File: src/rtl/frac_div_pkg.sv
package frac_div_pkg;

  // Kind of half period chosen by the phase accumulator.
  typedef enum logic {
    HALF_SHORT = 1'b0,
    HALF_LONG  = 1'b1
  } half_kind_e;

  localparam int unsigned DEF_CNT_W = 16;
  localparam int unsigned DEF_ACC_W = 16;

endpackage

File: src/rtl/fcg_cfg_sanitize.sv
// Normalises the divider settings: a zero base becomes one, and a fraction
// that is out of range (zero denominator or numerator not below it) is
// replaced by an empty fraction.
module fcg_cfg_sanitize #(
  parameter int unsigned CNT_W = 16,
  parameter int unsigned ACC_W = 16
) (
  input  logic [CNT_W-1:0] base_in,
  input  logic [ACC_W-1:0] num_in,
  input  logic [ACC_W-1:0] den_in,
  output logic [CNT_W-1:0] base_eff,
  output logic [ACC_W-1:0] num_eff,
  output logic [ACC_W-1:0] den_eff
);

  localparam logic [CNT_W-1:0] BASE_ONE  = {{(CNT_W-1){1'b0}}, 1'b1};
  localparam logic [ACC_W-1:0] ACC_ZERO  = '0;

  logic frac_valid;

  always_comb begin
    frac_valid = (den_in != ACC_ZERO) && (num_in < den_in);
    base_eff   = (base_in == '0) ? BASE_ONE : base_in;
    num_eff    = frac_valid ? num_in : ACC_ZERO;
    den_eff    = frac_valid ? den_in : ACC_ZERO;
  end

endmodule

File: src/rtl/fcg_phase_acc.sv
// Phase accumulator: decides whether the half period in progress is
// stretched by one tick, and steps its remainder when the half period ends.
module fcg_phase_acc
  import frac_div_pkg::*;
#(
  parameter int unsigned ACC_W = 16
) (
  input  logic             clk,
  input  logic             rst_n,
  input  logic             advance,
  input  logic [ACC_W-1:0] num,
  input  logic [ACC_W-1:0] den,
  output half_kind_e       half_kind,
  output logic [ACC_W-1:0] acc_level
);

  localparam int unsigned SUM_W = ACC_W + 1;

  logic [ACC_W-1:0] acc_q;
  logic [ACC_W-1:0] acc_d;
  logic [SUM_W-1:0] sum;
  logic [SUM_W-1:0] rem;
  logic             carry;

  // Next-state logic
  always_comb begin
    sum   = {1'b0, acc_q} + {1'b0, num};
    rem   = sum - {1'b0, den};
    carry = (den != '0) && (sum >= {1'b0, den});
    acc_d = acc_q;
    if (advance) begin
      acc_d = carry ? rem[ACC_W-1:0] : sum[ACC_W-1:0];
    end
  end

  // State register
  always_ff @(posedge clk or negedge rst_n) begin
    if (!rst_n) begin
      acc_q <= '0;
    end else if (advance) begin
      acc_q <= acc_d;
    end
  end

  assign half_kind = carry ? HALF_LONG : HALF_SHORT;
  assign acc_level = acc_q;

endmodule

File: src/rtl/fcg_half_timer.sv
// Counts reference ticks inside the current half period and flags its last tick.
module fcg_half_timer #(
  parameter int unsigned CNT_W = 16
) (
  input  logic             clk,
  input  logic             rst_n,
  input  logic [CNT_W-1:0] base,
  input  logic             stretch,
  output logic             last_tick
);

  localparam int unsigned LEN_W = CNT_W + 1;

  logic [CNT_W-1:0] cnt_q;
  logic [CNT_W-1:0] cnt_d;
  logic [LEN_W-1:0] half_len;
  logic [LEN_W-1:0] cnt_next_ext;

  // Next-state logic
  always_comb begin
    half_len     = {1'b0, base} + {{CNT_W{1'b0}}, stretch};
    cnt_next_ext = {1'b0, cnt_q} + {{CNT_W{1'b0}}, 1'b1};
    last_tick    = (cnt_next_ext == half_len);
    cnt_d        = last_tick ? '0 : cnt_next_ext[CNT_W-1:0];
  end

  // State register
  always_ff @(posedge clk or negedge rst_n) begin
    if (!rst_n) begin
      cnt_q <= '0;
    end else begin
      cnt_q <= cnt_d;
    end
  end

endmodule

File: src/rtl/fcg_edge_out.sv
// Output stage: registered divided level and its toggle pulse, aligned so the
// pulse is high in the first cycle of each new level.
module fcg_edge_out (
  input  logic clk,
  input  logic rst_n,
  input  logic flip,
  output logic level,
  output logic pulse
);

  logic level_q;
  logic level_d;
  logic pulse_q;
  logic pulse_d;

  // Next-state logic
  always_comb begin
    level_d = flip ? ~level_q : level_q;
    pulse_d = flip;
  end

  // State registers
  always_ff @(posedge clk or negedge rst_n) begin
    if (!rst_n) begin
      level_q <= 1'b0;
      pulse_q <= 1'b0;
    end else begin
      level_q <= level_d;
      pulse_q <= pulse_d;
    end
  end

  assign level = level_q;
  assign pulse = pulse_q;

endmodule

File: src/rtl/frac_clk_en_gen.sv
// Fractional rate clock enable generator: half periods of base or base+1
// ticks, chosen by a phase accumulator, so the average is base + num/den.
module frac_clk_en_gen
  import frac_div_pkg::*;
#(
  parameter int unsigned CNT_W = DEF_CNT_W,
  parameter int unsigned ACC_W = DEF_ACC_W
) (
  input  logic             clk,
  input  logic             rst_n,
  input  logic [CNT_W-1:0] half_base,
  input  logic [ACC_W-1:0] frac_num,
  input  logic [ACC_W-1:0] frac_den,
  output logic             div_clk,
  output logic             edge_stb
);

  logic [CNT_W-1:0] base_eff;
  logic [ACC_W-1:0] num_eff;
  logic [ACC_W-1:0] den_eff;
  logic [ACC_W-1:0] acc_level;
  half_kind_e       half_kind;
  logic             stretch;
  logic             half_end;

  fcg_cfg_sanitize #(
    .CNT_W (CNT_W),
    .ACC_W (ACC_W)
  ) u_cfg (
    .base_in  (half_base),
    .num_in   (frac_num),
    .den_in   (frac_den),
    .base_eff (base_eff),
    .num_eff  (num_eff),
    .den_eff  (den_eff)
  );

  fcg_phase_acc #(
    .ACC_W (ACC_W)
  ) u_acc (
    .clk       (clk),
    .rst_n     (rst_n),
    .advance   (half_end),
    .num       (num_eff),
    .den       (den_eff),
    .half_kind (half_kind),
    .acc_level (acc_level)
  );

  assign stretch = (half_kind == HALF_LONG);

  fcg_half_timer #(
    .CNT_W (CNT_W)
  ) u_timer (
    .clk       (clk),
    .rst_n     (rst_n),
    .base      (base_eff),
    .stretch   (stretch),
    .last_tick (half_end)
  );

  fcg_edge_out u_out (
    .clk   (clk),
    .rst_n (rst_n),
    .flip  (half_end),
    .level (div_clk),
    .pulse (edge_stb)
  );

endmodule

File: config.mk
export PLATFORM = sky130hd
export DESIGN_NAME = frac_clk_en_gen
export DESIGN_NICKNAME = d
export VERILOG_FILES = /design/src/rtl/frac_div_pkg.sv /design/src/rtl/fcg_cfg_sanitize.sv /design/src/rtl/fcg_phase_acc.sv /design/src/rtl/fcg_half_timer.sv /design/src/rtl/fcg_edge_out.sv /design/src/rtl/frac_clk_en_gen.sv
export SDC_FILE = /design/constraint.sdc
export NUM_CORES = 1
export LEC_CHECK = 0
export BUFFER_PORTS_ARGS = -buffer_cell sky130_fd_sc_hd__buf_2
export CELL_PAD_IN_SITES_DETAIL_PLACEMENT = 0
export CELL_PAD_IN_SITES_GLOBAL_PLACEMENT = 1
export CORE_MARGIN = 2
export CORE_UTILIZATION = 49
export DETAILED_ROUTE_END_ITERATION = 7
export GPL_ROUTABILITY_DRIVEN = 0
export GPL_TIMING_DRIVEN = 0
export PLACE_DENSITY = 0.95
export SLEW_MARGIN = 20
export SYNTH_ARGS = -nofsm -noshare
export SYNTH_HDL_FRONTEND = slang
export SYNTH_SLANG_ARGS = --single-unit
File: constraint.sdc
create_clock -name clk -period 10.55 [get_ports clk]
set_input_delay 2.11 -clock clk [delete_from_list [all_inputs] [get_ports clk]]
set_output_delay 2.11 -clock clk [all_outputs]
set_load 0.01 [all_outputs]
==> impl_metrics.env <==
export IMPL_status="finished clean"
export IMPL_cts_tree="built"
export IMPL_final_period_utilization_pct=95.3
export IMPL_slew_violations=0
export IMPL_synth_area_top_cells="dfrtp_1, ha_1, xnor2_1"
export IMPL_nNetsFinal=684
export IMPL_initial_core_util_pct=50.0
export IMPL_worstPathMaxFanout=10
export IMPL_ff_latch_area_um2=851
export IMPL_tightestPinTransition_ns=0.846
export IMPL_ys_warn_count=0
export IMPL_grt_overflow_total=0
export IMPL_core_area_mm2=0.00864
export IMPL_grt_pass1_wl_mm=19.1
export IMPL_synth_area_mm2=0.00431
export IMPL_syn_area_per_cell_um2=8.25
export IMPL_antenna_cells=0
export IMPL_fmax_mhz=99.5
export IMPL_cts_sinks=34
export IMPL_worstHoldPathType="flop to flop"
export IMPL_arrival_ns=10.24
export IMPL_fin_area_mm2=0.00490
export IMPL_ctsHtreeMaxLevel=2
export IMPL_slowest_delay_ns=0.37
export IMPL_placed_cells=681
export IMPL_drive_gt1_share_pct=15.6
export IMPL_finalSetupViolations=0
export IMPL_criticalPathCategory="input port to flop"
export IMPL_via_per_inst=5.88
export IMPL_io_pins=52
export IMPL_relSlewSlack_pct=43.6
export IMPL_clock_latency_ns=0.31
export IMPL_numPortBuffers=50
export IMPL_power_density_mw_per_mm2=115
export IMPL_cts_inserted_buffers=5
export IMPL_yosys_area_top_type="dfrtp_1"
export IMPL_layout_min_cycle_time_ns=10.05
export IMPL_pwr_share_comb_pct=46.7
export IMPL_synth_top_area_share_pct=19.7
export IMPL_first_iter_violations=278
export IMPL_synth_cells=523
export IMPL_p_switching_mw=0.219
export IMPL_grt_start_max_net_pins=35
export IMPL_syn2layout_area_growth_pct=13.6
export IMPL_hold_viol=0
export IMPL_die_w_um=97.8
export IMPL_wl_per_cell_um=16.5
export IMPL_clockBufferDepth=2
export IMPL_drc=0
export IMPL_finClkSkew_ns=0.00764
export IMPL_first_pass_iters=5
export IMPL_grt_pass1_vias=3958
export IMPL_ff2ff_path_depth=30
export IMPL_layoutNonFillerInstCount=691
export IMPL_worst_path_most_repeated_cell="ha_1"
export IMPL_antenna_found_initial=0
export IMPL_globalRouteTotalUtil_pct=24.4
export IMPL_critPathSlowestCell="nor4_4"
export IMPL_multi_input_area_mm2=0.00327
export IMPL_cp_start_kind="input port"
export IMPL_syn_num_nets=625
export IMPL_async_reset_ff_share_pct=100
export IMPL_routed_wl_mm=11.4
export IMPL_endpoint="u_timer.cnt_q[6]$_DFF_PN0_"
export IMPL_ys_seq_area_share_pct=19.7
export IMPL_nFillCells=830
export IMPL_ant_nets=0
export IMPL_power_leakage_nw=2.28
export IMPL_synth_commonest_cells="ha_1, a21oi_1, nand2_1, xnor2_1, inv_1"
export IMPL_r2r_slack_ns=3.59
export IMPL_rows=34
export IMPL_rr_endpoint="u_timer.cnt_q[6]$_DFF_PN0_"
export IMPL_root_buffer="clkbuf_8"
export IMPL_swShare_pct=38.7
export IMPL_num_vias=4060
export IMPL_cap_violations=0
export IMPL_seqPwrFrac_pct=25.7
export IMPL_rsz0062_at_grt="no"
export IMPL_internal_power_mw=0.346
export IMPL_dpl_hpwl_mm=8.91
export IMPL_synth_edff_count=0
export IMPL_dpl_cell_area_mm2=0.00470
export IMPL_die_h_um=97.8
export IMPL_synth_seq_cells=34
export IMPL_finalSetupTns_ns=0
export IMPL_synth_most_common_cell="ha_1"
export IMPL_reg2reg_from="u_acc.acc_level[0]$_DFFE_PN0N_"
export IMPL_endpoint_kind="flop"
export IMPL_die_area_mm2=0.00957
export IMPL_hold_slack_ns=0.467
export IMPL_pwr_share_clk_pct=27.6
export IMPL_clk_pin_slew_worst_paths_ns=0.09
export IMPL_worstPathRequired_ns=10.74
export IMPL_ys_types=56
export IMPL_synth_ff_type="dfrtp_1"
export IMPL_startpoint="frac_den[2]"
export IMPL_ir_drop_mv=0.0728
## power groups by stage
stage	Sequential [mW]	Clock, mW	Combinational (mW)
2_1_floorplan	0.146	0	0.193
3_3_place_gp	0.147	0	0.247
3_5_place_dp	0.148	0	0.254
4_1_cts	0.145	0.156	0.256
5_1_grt	0.146	0.163	0.291
6_report	0.145	0.156	0.264
## how the worst min path moves through the flow
stage	depth (start not counted)	startpoint	slack, ns	to
4_1_cts	1	u_out.level$_DFFE_PN0N_	0.47	u_out.level$_DFFE_PN0N_
3_5_place_dp	1	u_out.level$_DFFE_PN0N_	0.46	u_out.level$_DFFE_PN0N_
3_3_place_gp	1	u_out.level$_DFFE_PN0N_	0.46	u_out.level$_DFFE_PN0N_
6_report	1	u_out.level$_DFFE_PN0N_	0.47	u_out.level$_DFFE_PN0N_
5_1_grt	1	u_out.level$_DFFE_PN0N_	0.49	u_out.level$_DFFE_PN0N_
2_1_floorplan	1	u_timer.cnt_q[0]$_DFF_PN0_	0.47	u_timer.cnt_q[0]$_DFF_PN0_
## critical path: cells and delay by family
family / cells / cell delay (ns)
xor+xnor: 3 / 0.52
simple gates: 11 / 1.97
compound gates: 11 / 2.63
buf+inv: 10 / 1.57
fa+ha+maj: 5 / 1.43
## registers in the layout (all words and copies together), names as in the netlist
signal           cells
u_acc.acc_level     16
u_timer.cnt_q       16
u_out.level          1
u_out.pulse          1
## timing repair
| item | 4_1_cts | 5_1_grt |
|---|---|---|
| hold buffers | 0 | 0 |
| endpoints found under the setup margin | 34 | 34 |
| setup buffers | 1 | 1 |
| pin swaps | 1 | 0 |
| resized for setup | 2 | 9 |
## metal layers
metal  global-route usage (%)  up-vias  share of wire (%)
met4                     5.45        0                1.1
met1                     32.7     1931                 45
met2                     40.3      113                 48
met5                        0        -                  0
li1                         -     2006                  -
met3                     5.30       10                6.2
## cell type report
type	instances	area share, %
Buffer	16	2.17
Clock buffer	5	1.40
Clock inverter	3	1.40
Inverter	36	2.76
Multi-Input combinational cell	437	66.7
Sequential cell	34	17.4
Tap cell	108	2.76
Timing Repair Buffer	52	5.41
## kinds of logic after synthesis
| group | synth area share [%] |
|---|---|
| and+or+nand+nor | 22.9 |
| AOI/OAI and AO/OA | 15.8 |
| xor gates and xnor gates | 13.8 |
| buffers and inverters | 5.45 |
| adders and majority gates | 15.4 |
| DFF | 19.7 |
| muxes | 6.96 |
## through the flow
| stage | utilization, % | setup slack, ns | power, mW |
|---|---|---|---|
| floorplan | - | 1.24 | 0.339 |
| global placement | 54.4 | -0.784 | 0.394 |
| detailed placement | 54.4 | -0.843 | 0.401 |
| CTS | 56.2 | 0.103 | 0.557 |
| global route | 56.8 | 0.0357 | 0.601 |
| finish | 56.8 | 0.501 | 0.565 |
## cell usage in the layout (no fill, tap or decap), drive strengths merged, types with 3 or more instances in the layout
cell type	Yosys	routed
o21bai	5	5
o21ai	21	21
inv	36	36
nand2b	5	5
a21o	6	6
nor2b	7	7
nand2	37	37
nor4	13	13
buf	10	61
xnor2	38	38
a31oi	12	12
nor2	30	30
nor3	11	11
xor2	29	29
and2	18	18
nand4	15	15
and4	9	9
dfrtp	34	34
ha	50	50
o31a	3	3
nand3	20	20
mux2i	22	22
and3	7	7
clkbuf	6	12
a211oi	6	6
mux2	6	6
a21oi	40	40
No activity file was read; power rests on OpenSTA's default activity.
